`config.mk`:
```
export PLATFORM = sky130hd
export DESIGN_NAME = dtx_tracker
export DESIGN_NICKNAME = d
export VERILOG_FILES = /design/src/rtl/dtx_pkg.sv /design/src/rtl/dtx_req_hold.sv /design/src/rtl/dtx_discard_timer.sv /design/src/rtl/dtx_status.sv /design/src/rtl/dtx_ctrl.sv /design/src/rtl/dtx_tracker.sv
export SDC_FILE = /design/constraint.sdc
export NUM_CORES = 1
export LEC_CHECK = 0
export ABC_CLOCK_PERIOD_IN_PS = 2350
export CORE_ASPECT_RATIO = 0.6
export CORE_MARGIN = 4
export CORE_UTILIZATION = 43
export CTS_CLUSTER_DIAMETER = 50
export DETAILED_ROUTE_END_ITERATION = 8
export PLACE_DENSITY = 0.91
export SLEW_MARGIN = 20
export SYNTH_ARGS = -nofsm -noshare
export SYNTH_HDL_FRONTEND = slang
export SYNTH_SLANG_ARGS = --single-unit
```
`constraint.sdc`:
```
create_clock -name clk -period 2.35 [get_ports clk]
set_input_delay 0.3525 -clock clk [delete_from_list [all_inputs] [get_ports clk]]
set_output_delay 0.3525 -clock clk [all_outputs]
set_load 0.05 [all_outputs]
```
`src/rtl/dtx_pkg.sv`:
```
package dtx_pkg;
  typedef enum logic [1:0] {
    ST_IDLE = 2'd0,
    ST_PEND = 2'd1,
    ST_DONE = 2'd2
  } dtx_state_e;

  typedef enum logic [1:0] {
    OC_DATA   = 2'd0,
    OC_MABORT = 2'd1,
    OC_TABORT = 2'd2
  } dtx_outcome_e;

  localparam int STS_W       = 3;
  localparam int STS_RX_TAB  = 0;
  localparam int STS_SIG_TAB = 1;
  localparam int STS_DISCARD = 2;

  function automatic logic cmd_is_read(input logic [3:0] cmd);
    return ~cmd[0];
  endfunction
endpackage

```
`src/rtl/dtx_req_hold.sv`:
```
module dtx_req_hold #(
  parameter int AW = 32,
  parameter int DW = 32
) (
  input  logic          clk,
  input  logic          rst_n,
  input  logic          load,
  input  logic [AW-1:0] in_addr,
  input  logic [3:0]    in_cmd,
  input  logic [3:0]    in_be,
  input  logic [DW-1:0] in_wdata,
  output logic [AW-1:0] hold_addr,
  output logic [3:0]    hold_cmd,
  output logic [3:0]    hold_be,
  output logic [DW-1:0] hold_wdata,
  output logic          match
);
  always_ff @(posedge clk) begin
    if (!rst_n) begin
      hold_addr  <= '0;
      hold_cmd   <= '0;
      hold_be    <= '0;
      hold_wdata <= '0;
    end else if (load) begin
      hold_addr  <= in_addr;
      hold_cmd   <= in_cmd;
      hold_be    <= in_be;
      hold_wdata <= in_wdata;
    end
  end

  assign match = (in_addr == hold_addr) && (in_cmd == hold_cmd) && (in_be == hold_be);

  // the stored request only changes when the controller loads it
  assert_hold_stable_R3: assert property (@(posedge clk) disable iff (!rst_n)
    !load |=> $stable({hold_addr, hold_cmd, hold_be, hold_wdata}));
endmodule

```
`src/rtl/dtx_discard_timer.sv`:
```
module dtx_discard_timer #(
  parameter int CW = 15
) (
  input  logic clk,
  input  logic rst_n,
  input  logic run,
  output logic expire
);
  localparam logic [CW-1:0] CNT_MAX = {CW{1'b1}};
  logic [CW-1:0] cnt;

  always_ff @(posedge clk) begin
    if (!rst_n || !run) cnt <= '0;
    else if (!expire)   cnt <= cnt + 1'b1;
  end

  assign expire = run && (cnt == CNT_MAX);

  // the window advances by one per clock while the completion waits
  assert_window_step_R10: assert property (@(posedge clk) disable iff (!rst_n)
    (run && !expire) |=> (!run || (cnt == $past(cnt) + 1'b1)));
endmodule

```
`src/rtl/dtx_status.sv`:
```
module dtx_status #(
  parameter int N = 3
) (
  input  logic         clk,
  input  logic         rst_n,
  input  logic [N-1:0] set,
  input  logic [N-1:0] clr,
  output logic [N-1:0] sts
);
  for (genvar i = 0; i < N; i++) begin : g_bit
    always_ff @(posedge clk) begin
      if (!rst_n)      sts[i] <= 1'b0;
      else if (set[i]) sts[i] <= 1'b1;
      else if (clr[i]) sts[i] <= 1'b0;
    end
  end

  // a bit holds unless cleared, and a set always lands
  assert_sticky_R11: assert property (@(posedge clk) disable iff (!rst_n)
    1'b1 |=> ((sts & $past(sts & ~clr)) == $past(sts & ~clr)) && ((sts & $past(set)) == $past(set)));
endmodule

```
`src/rtl/dtx_ctrl.sv`:
```
module dtx_ctrl
  import dtx_pkg::*;
#(
  parameter int DW = 32
) (
  input  logic          clk,
  input  logic          rst_n,
  input  logic          attempt,
  input  logic          match,
  input  logic [3:0]    hold_cmd,
  input  logic          ev_xfer,
  input  logic [DW-1:0] ev_rdata,
  input  logic          ev_mabort,
  input  logic          ev_tabort,
  input  logic          ev_retry,
  input  logic          ev_disc,
  input  logic          expire,
  output dtx_state_e    state,
  output logic          load,
  output logic          timer_run,
  output logic          resp_retry,
  output logic          resp_trdy,
  output logic          resp_tabort,
  output logic [DW-1:0] rdata,
  output logic          set_rx_tab,
  output logic          set_sig_tab,
  output logic          set_discard
);
  dtx_outcome_e outcome;
  logic         pend, done, hit, ends_run;

  assign pend      = (state == ST_PEND);
  assign done      = (state == ST_DONE);
  assign hit       = done && attempt && match;
  assign ends_run  = pend && (ev_xfer || ev_mabort || ev_tabort);
  assign load      = (state == ST_IDLE) && attempt;
  assign timer_run = done;

  assign set_rx_tab  = pend && ev_tabort;
  assign set_sig_tab = hit && (outcome == OC_TABORT);
  assign set_discard = expire && !hit;

  always_ff @(posedge clk) begin
    if (!rst_n) begin
      state <= ST_IDLE;
    end else begin
      unique case (state)
        ST_IDLE: if (attempt)                  state <= ST_PEND;
        ST_PEND: if (ends_run)                 state <= ST_DONE;
        ST_DONE: if (hit || expire)            state <= ST_IDLE;
        default:                               state <= ST_IDLE;
      endcase
    end
  end

  // outcome and captured read word; aborts outrank a data event in the same clock
  always_ff @(posedge clk) begin
    if (!rst_n) begin
      outcome <= OC_DATA;
      rdata   <= '0;
    end else if (pend) begin
      if (ev_tabort) begin
        outcome <= OC_TABORT;
      end else if (ev_mabort) begin
        outcome <= OC_MABORT;
        if (cmd_is_read(hold_cmd)) rdata <= '1;
      end else if (ev_xfer) begin
        outcome <= OC_DATA;
        if (cmd_is_read(hold_cmd)) rdata <= ev_rdata;
      end
    end
  end

  always_ff @(posedge clk) begin
    if (!rst_n) begin
      resp_retry  <= 1'b0;
      resp_trdy   <= 1'b0;
      resp_tabort <= 1'b0;
    end else begin
      resp_retry  <= attempt && !hit;
      resp_trdy   <= hit && (outcome != OC_TABORT);
      resp_tabort <= hit && (outcome == OC_TABORT);
    end
  end

  // at most one response, and only after an attempt
  assert_one_resp_R12: assert property (@(posedge clk) disable iff (!rst_n)
    $onehot0({resp_retry, resp_trdy, resp_tabort}));
  assert_resp_needs_attempt_R12: assert property (@(posedge clk) disable iff (!rst_n)
    !attempt |=> !(resp_retry || resp_trdy || resp_tabort));
  // attempts during the target-side run are retried
  assert_pend_retry_R3: assert property (@(posedge clk) disable iff (!rst_n)
    (pend && attempt) |=> resp_retry);
  // retry or disconnect alone keeps the run going
  assert_repeat_R4: assert property (@(posedge clk) disable iff (!rst_n)
    (pend && (ev_retry || ev_disc) && !ev_xfer && !ev_mabort && !ev_tabort) |=> (state == ST_PEND));
  // a transfer completes the run
  assert_xfer_done_R5: assert property (@(posedge clk) disable iff (!rst_n)
    (pend && ev_xfer) |=> (state == ST_DONE));
  // a matching attempt finishes the entry
  assert_hit_idle_R9: assert property (@(posedge clk) disable iff (!rst_n)
    (done && attempt && match) |=> ((state == ST_IDLE) && (resp_trdy || resp_tabort)));
  // non-matching attempts after completion keep the entry
  assert_miss_keep_R8: assert property (@(posedge clk) disable iff (!rst_n)
    (done && attempt && !match && !expire) |=> ((state == ST_DONE) && resp_retry));
endmodule

```
`src/rtl/dtx_tracker.sv`:
```
module dtx_tracker
  import dtx_pkg::*;
#(
  parameter int AW     = 32,
  parameter int DW     = 32,
  parameter int DISC_W = 15
) (
  input  logic             clk,
  input  logic             rst_n,
  input  logic             ini_attempt,
  input  logic [AW-1:0]    ini_addr,
  input  logic [3:0]       ini_cmd,
  input  logic [3:0]       ini_be,
  input  logic [DW-1:0]    ini_wdata,
  output logic             ini_retry,
  output logic             ini_trdy,
  output logic             ini_tabort,
  output logic [DW-1:0]    ini_rdata,
  output logic             tgt_req,
  output logic [AW-1:0]    tgt_addr,
  output logic [3:0]       tgt_cmd,
  output logic [3:0]       tgt_be,
  output logic [DW-1:0]    tgt_wdata,
  input  logic             tgt_xfer,
  input  logic [DW-1:0]    tgt_rdata,
  input  logic             tgt_mabort,
  input  logic             tgt_tabort,
  input  logic             tgt_retry,
  input  logic             tgt_disc,
  output logic [STS_W-1:0] sts,
  input  logic [STS_W-1:0] sts_clr
);
  dtx_state_e       state;
  logic             load, match, expire, timer_run;
  logic             set_rx_tab, set_sig_tab, set_discard;
  logic [STS_W-1:0] sts_set;

  dtx_req_hold #(.AW(AW), .DW(DW)) u_hold (
    .clk(clk), .rst_n(rst_n), .load(load),
    .in_addr(ini_addr), .in_cmd(ini_cmd), .in_be(ini_be), .in_wdata(ini_wdata),
    .hold_addr(tgt_addr), .hold_cmd(tgt_cmd), .hold_be(tgt_be), .hold_wdata(tgt_wdata),
    .match(match)
  );

  dtx_ctrl #(.DW(DW)) u_ctrl (
    .clk(clk), .rst_n(rst_n), .attempt(ini_attempt), .match(match), .hold_cmd(tgt_cmd),
    .ev_xfer(tgt_xfer), .ev_rdata(tgt_rdata), .ev_mabort(tgt_mabort), .ev_tabort(tgt_tabort),
    .ev_retry(tgt_retry), .ev_disc(tgt_disc), .expire(expire),
    .state(state), .load(load), .timer_run(timer_run),
    .resp_retry(ini_retry), .resp_trdy(ini_trdy), .resp_tabort(ini_tabort), .rdata(ini_rdata),
    .set_rx_tab(set_rx_tab), .set_sig_tab(set_sig_tab), .set_discard(set_discard)
  );

  dtx_discard_timer #(.CW(DISC_W)) u_timer (
    .clk(clk), .rst_n(rst_n), .run(timer_run), .expire(expire)
  );

  always_comb begin
    sts_set              = '0;
    sts_set[STS_RX_TAB]  = set_rx_tab;
    sts_set[STS_SIG_TAB] = set_sig_tab;
    sts_set[STS_DISCARD] = set_discard;
  end

  dtx_status #(.N(STS_W)) u_sts (
    .clk(clk), .rst_n(rst_n), .set(sts_set), .clr(sts_clr), .sts(sts)
  );

  assign tgt_req = (state == ST_PEND);

  // a target abort during the run is recorded on the target-side bit
  assert_rx_tab_R7: assert property (@(posedge clk) disable iff (!rst_n)
    (tgt_req && tgt_tabort) |=> sts[STS_RX_TAB]);
  // an idle attempt raises the target request
  assert_start_R2: assert property (@(posedge clk) disable iff (!rst_n)
    (state == ST_IDLE && ini_attempt) |=> (tgt_req && ini_retry));
endmodule

```
; ---- After elaboration in Yosys (flattened, before gate mapping)
; Index checks and enable logic that the tools add are counted.
[word_totals]
register_bits = 129
in_bits = 115
out_inout_bits = 111
word_cells = 73
[classes]
n_addsub = 1
n_eq_ne = 11
muxes = 17
bitwise_logic = 2
reduce_logical = 28
[op_table]
columns = op, n
row1 = 2-to-1 mux 32 bit, 4
row2 = equality test 32 bit, 1
row3 = adder 15 x 1 -> 15 bit (second input constant), 1
row4 = equality test 15 bit (second input constant), 1
row5 = logical AND 1 bit, 12
row6 = 2-to-1 mux 2 bit, 6
row7 = equality test 4 bit, 2
row8 = != test 2 bit (second input constant), 4
row9 = nonzero test 2 bit, 4
row10 = 2-to-1 mux 1 bit, 6
row11 = case mux 2 bit (3 select lines), 1
row12 = equality test 2 bit (second input constant), 2
row13 = logical OR 1 bit, 4
row14 = AND reduction 4 bit, 1
row15 = zero test 1 bit, 3
row16 = AND reduction 3 bit, 1
row17 = nonzero test 3 bit, 1
row18 = equality test 2 x 1 -> 1 bit (second input constant), 1
row19 = zero test 2 bit, 1
row20 = NOT 1 bit, 2
row21 = AND reduction 2 bit, 1

; ---- Depth between registers and ports, before layout
; Gate-level depths: netlist of the first run.
[logic_depth]
depth_word = 7
depth_mapped = 7
ltp_nobuf = 6

; ---- By module
; From an unflattened synthesis of the first run, not the netlist that was laid out.
[hier_totals]
cells_unflattened = 489
area_unflattened_um2 = 5484.0
[modules_own_cells]
columns = module, n_inst, cells_per_inst, area_each_um2
row1 = dtx_req_hold, 1, 285, 3138.0
row2 = dtx_ctrl, 1, 112, 1438.9
row3 = dtx_discard_timer, 1, 82, 769.5
row4 = dtx_status, 1, 9, 123.9
row5 = dtx_tracker, 1, 1, 13.8

; ---- Worst setup path before layout of the first run
; OpenSTA, ideal clock, no wires.
[synth_path]
kind = flip-flop to flip-flop
start = reg u_hold.hold_cmd[0]
end = reg u_ctrl.resp_trdy
setup_time_ps = 60
arrival_time_ps = 1744
setup_slack_ps = 546
path_stages_with_launch = 6
n_path_buf = 0
period_less_slack_ps = 1804
cell_sequence = dfxtp_1 xor2_1 nor4_1 nand4_1 nor4_2 and3b_1
[synth_via]
elab_chain_cells = 5
[synth_rtl]
columns = item, line_no
row1 = start: declaration, dtx_req_hold.sv:13  ; output logic [3:0] hold_cmd,
row2 = start signal: assignment, dtx_req_hold.sv:26  ; hold_cmd <= in_cmd;
row3 = equality test 4 bit, dtx_req_hold.sv:32  ; assign match = (in_addr == hold_addr) && (in_cmd == hold_cmd) && (in_be == hold_be);
row4 = logical AND 1 bit (2 in a row), dtx_req_hold.sv:32
row5 = logical AND 1 bit, dtx_ctrl.sv:34  ; assign hit = done && attempt && match;
row6 = logical AND 1 bit, dtx_ctrl.sv:81  ; resp_trdy <= hit && (outcome != OC_TABORT);
row7 = end signal: assignment, dtx_ctrl.sv:81
row8 = end: declaration, dtx_ctrl.sv:22  ; output logic resp_trdy,
; Every way passes these cells.
; A chain may end at the register's enable or synchronous reset.

; ---- Worst setup path in the final report of the first run
[layout_path]
start = reg u_ctrl.state[1]
end = out tgt_req
[layout_via]
elab_chain_cells = 1
[layout_rtl]
columns = item, line_no
row1 = start: declaration, dtx_ctrl.sv:18  ; output dtx_state_e state,
row2 = start signal: assignment, dtx_ctrl.sv:45  ; state <= ST_IDLE;
row3 = start signal: assignment, dtx_ctrl.sv:48  ; ST_IDLE: if (attempt) state <= ST_PEND;
row4 = start signal: assignment, dtx_ctrl.sv:49  ; ST_PEND: if (ends_run) state <= ST_DONE;
row5 = equality test 2 x 1 -> 1 bit, dtx_tracker.sv:69  ; assign tgt_req = (state == ST_PEND);
row6 = end: declaration, dtx_tracker.sv:19  ; output logic tgt_req,
; Every way passes these cells.

==> results of run 1 <==
cell families (layout without fill, tap and decap cells):
logic type,after synthesis,in the layout
AND/OR/NAND/NOR,266,266
flip-flops,129,129
buffers and inverters,45,266
XOR/XNOR,43,43
multiplexers,2,2
adder cells (fa/ha/maj),1,1
AO/OA/AOI/OAI,136,136
metrics by stage:
stage                     total power [mW]  std cells
final                                 6.52       1008
after global routing                  6.74       1008
after CTS                             6.54       1008
after detailed placement              3.74        977
after global placement                3.71        977
after floorplan                       3.18        622
power groups by stage:
stage          registers, mW  logic (mW)  clock network, mW
2_1_floorplan           2.82       0.357                  0
3_3_place_gp            2.43        1.28                  0
3_5_place_dp            2.44        1.30                  0
4_1_cts                 2.39        1.31               2.84
5_1_grt                 2.41        1.38               2.95
6_report                2.39        1.31               2.82
state kept, by name, summed over array words and instances (netlist names):
| signal | count |
|---|---|
| u_ctrl.rdata | 32 |
| u_hold.hold_addr | 32 |
| u_hold.hold_wdata | 32 |
| u_timer.cnt | 15 |
| u_hold.hold_be | 4 |
| u_hold.hold_cmd | 4 |
| u_sts.sts | 3 |
| u_ctrl.outcome | 2 |
| u_ctrl.state | 2 |
| u_ctrl.resp_retry | 1 |
| u_ctrl.resp_tabort | 1 |
| u_ctrl.resp_trdy | 1 |
cells in the final DEF, fill, tap and decap left out, types with 13 or more instances in the layout:
cell type and instances:
clkdlybuf4s50_1 222, nor4_1 13, nor2_1 15, xor2_1 39
nand2_1 161, a21boi_0 74, nand2b_1 35, dfxtp_1 129
o311a_1 32, clkbuf_16 17
layer usage:
layer | vias up | routed length [microns] | global-route usage [%]
li1 | 2569 | - | -
met1 | 2460 | 7460 | 28.1
met2 | 204 | 7950 | 37.7
met3 | 25 | 1850 | 10.6
met4 | 0 | 254 | 7.05
met5 | - | 0 | 0
final cells by class:
class	instances	area share (%)
multi-input cells	448	32.3
flip-flops and latches	129	30.3
repair buffers	232	27.4
clock buffers	21	5.53
well taps	165	2.43
clock inverters	10	1.85
inverters	3	0.132
worst paths after layout:
kind                                                startpoint                             end  slack, ps
worst min-delay path                                     rst_n   u_ctrl.rdata[10]$_SDFFE_PN0P_        340
worst max-delay path              u_ctrl.state[1]$_SDFFE_PN0P_                         tgt_req        120
worst min register to register  u_ctrl.outcome[1]$_SDFFE_PN0P_  u_ctrl.outcome[1]$_SDFFE_PN0P_        460
worst max register to register     u_timer.cnt[1]$_SDFFE_PP0N_    u_timer.cnt[11]$_SDFFE_PP0N_        410
==> impl_metrics.env, run 1 <==
export IMPL_initial_core_util_pct=44.9
export IMPL_holdWs_ps=339
export IMPL_drt_iter0_markers=220
export IMPL_ctsHoldBuffers=0
export IMPL_grt_pass1_wl_mm=27.1
export IMPL_final_cell_area_sq_um=8510
export IMPL_drc=0
export IMPL_htree_levels=4
export IMPL_dpl_hpwl_mm=12.8
export IMPL_worstSetupStartpointType="flop"
export IMPL_setup_violations=0
export IMPL_grt_max_degree=73
export IMPL_worstMarginPinSlew_ps=584
export IMPL_cts_setup_buffers=0
export IMPL_drive_above_1_share_pct=5.69
export IMPL_max_slew_margin_rel_pct=60.9
export IMPL_end_kind="primary output"
export IMPL_num_rows=31
export IMPL_dpl_worst_slack_ps=133
export IMPL_async_flop_share_pct=0
export IMPL_p_leak_nw=3.29
export IMPL_period_needed_ps=2230
export IMPL_synth_ff_latch_count=129
export IMPL_die_w_microns=154
export IMPL_globalRouteOverflowTotal=0
export IMPL_core_area_sq_um=12300
export IMPL_utilization_pct=69.0
export IMPL_postSynthAreaPerCell_sq_um=8.90
export IMPL_skew_ps=7.31
export IMPL_finalMaxSlewViolations=0
export IMPL_wl_per_cell_microns=17.4
export IMPL_synth_mux_area_share_pct=0.362
export IMPL_path_max_fanout=6
export IMPL_synthAdderAreaFrac_pct=0.226
export IMPL_ff_latch_area_sq_um=2580
export IMPL_rsz0062_at_grt="no"
export IMPL_intPower_mw=4.68
export IMPL_synthXorXnorAreaFrac_pct=6.80
export IMPL_synth_top_cells_by_area="dfxtp_1, nand2_1, a21boi_0, xor2_1, o311a_1"
export IMPL_cp_required_ps=2000
export IMPL_fmax_mhz=449
export IMPL_synth_common_cells="nand2_1, dfxtp_1, a21boi_0"
export IMPL_gp_congestion=0.864
export IMPL_fin_setup_tns_ps=0
export IMPL_p_clk_share_pct=43.2
export IMPL_path_cells="and2b_4 > clkdlybuf4s50_1"
export IMPL_max_stage_delay_ps=810
export IMPL_yosysTopAreaCellShare_pct=46.7
export IMPL_crit_arrival_ps=1880
export IMPL_synth_top_family_by_area="simple AND/OR/NAND/NOR gates"
export IMPL_drtPass1Iterations=5
export IMPL_clock_latency_ps=410
export IMPL_synth_compound_area_share_pct=19.3
export IMPL_cts_buffers=17
export IMPL_run_status="completed"
export IMPL_diodes=0
export IMPL_syn2layout_area_growth_pct=53.8
export IMPL_num_vias=5258
export IMPL_ios=226
export IMPL_power_density_nw_per_um2=766
export IMPL_yosysTopAreaCell="dfxtp_1"
export IMPL_crit_family="buffers and inverters"
export IMPL_syn_nets=738
export IMPL_hold_viol_final=0
export IMPL_synth_cell_types=45
export IMPL_fill_cells=942
export IMPL_netlist_area_sq_um=5540
export IMPL_worst_slack_ps=121
export IMPL_track_usage_pct=23.3
export IMPL_final_nets=947
export IMPL_clock_root_buffer="clkbuf_16"
export IMPL_port_buffers=223
export IMPL_synth_edf_count=0
export IMPL_p_comb_share_pct=20.0
export IMPL_multi_input_area_sq_um=2750
export IMPL_cts_resized=0
export IMPL_ys_flop_type="dfxtp_1"
export IMPL_synth_most_common_cell="nand2_1"
export IMPL_criticalPathCategory="reg -> out"
export IMPL_via_per_inst=5.22
export IMPL_placed_area_sq_um=7890
export IMPL_grt_pass1_vias=5178
export IMPL_worst_path_stages=2
export IMPL_ys_warn_count=0
export IMPL_antenna_found_initial=0
export IMPL_synth_seq_area_share_pct=46.7
export IMPL_maxCapViolations=0
export IMPL_r2r_cells=6
export IMPL_clk_pin_slew_ps=60
export IMPL_cpMaxStageDelayCell="clkdlybuf4s50_1"
export IMPL_vdd_ir_drop_max_v=0.000428
export IMPL_drt_total_wl_mm=17.5
export IMPL_p_switching_mw=1.84
export IMPL_hold_depth=2
export IMPL_critPathBufInv=1
export IMPL_die_area_sq_um=14800
export IMPL_seqPwrFrac_pct=36.7
export IMPL_netlist_instances=622
export IMPL_swShare_pct=28.2
export IMPL_antenna_left=0
export IMPL_synth_simple_area_share_pct=22.9
export IMPL_clockBufferDepth=2
export IMPL_hold_path_class="in -> reg"
export IMPL_dieHeight_microns=95.9
export IMPL_clock_sinks=129
export IMPL_post_route_period_util_pct=94.9
export IMPL_cts_tree="done"
Power figures use the tool's default switching activity.
==> run 2, diff against run 1 <==
Settings changed: CAP_MARGIN set to 20, SKIP_LAST_GASP set to 1.
==> results of run 2 <==
No change in the layout: final DEF, timing and power equal those of run 1.
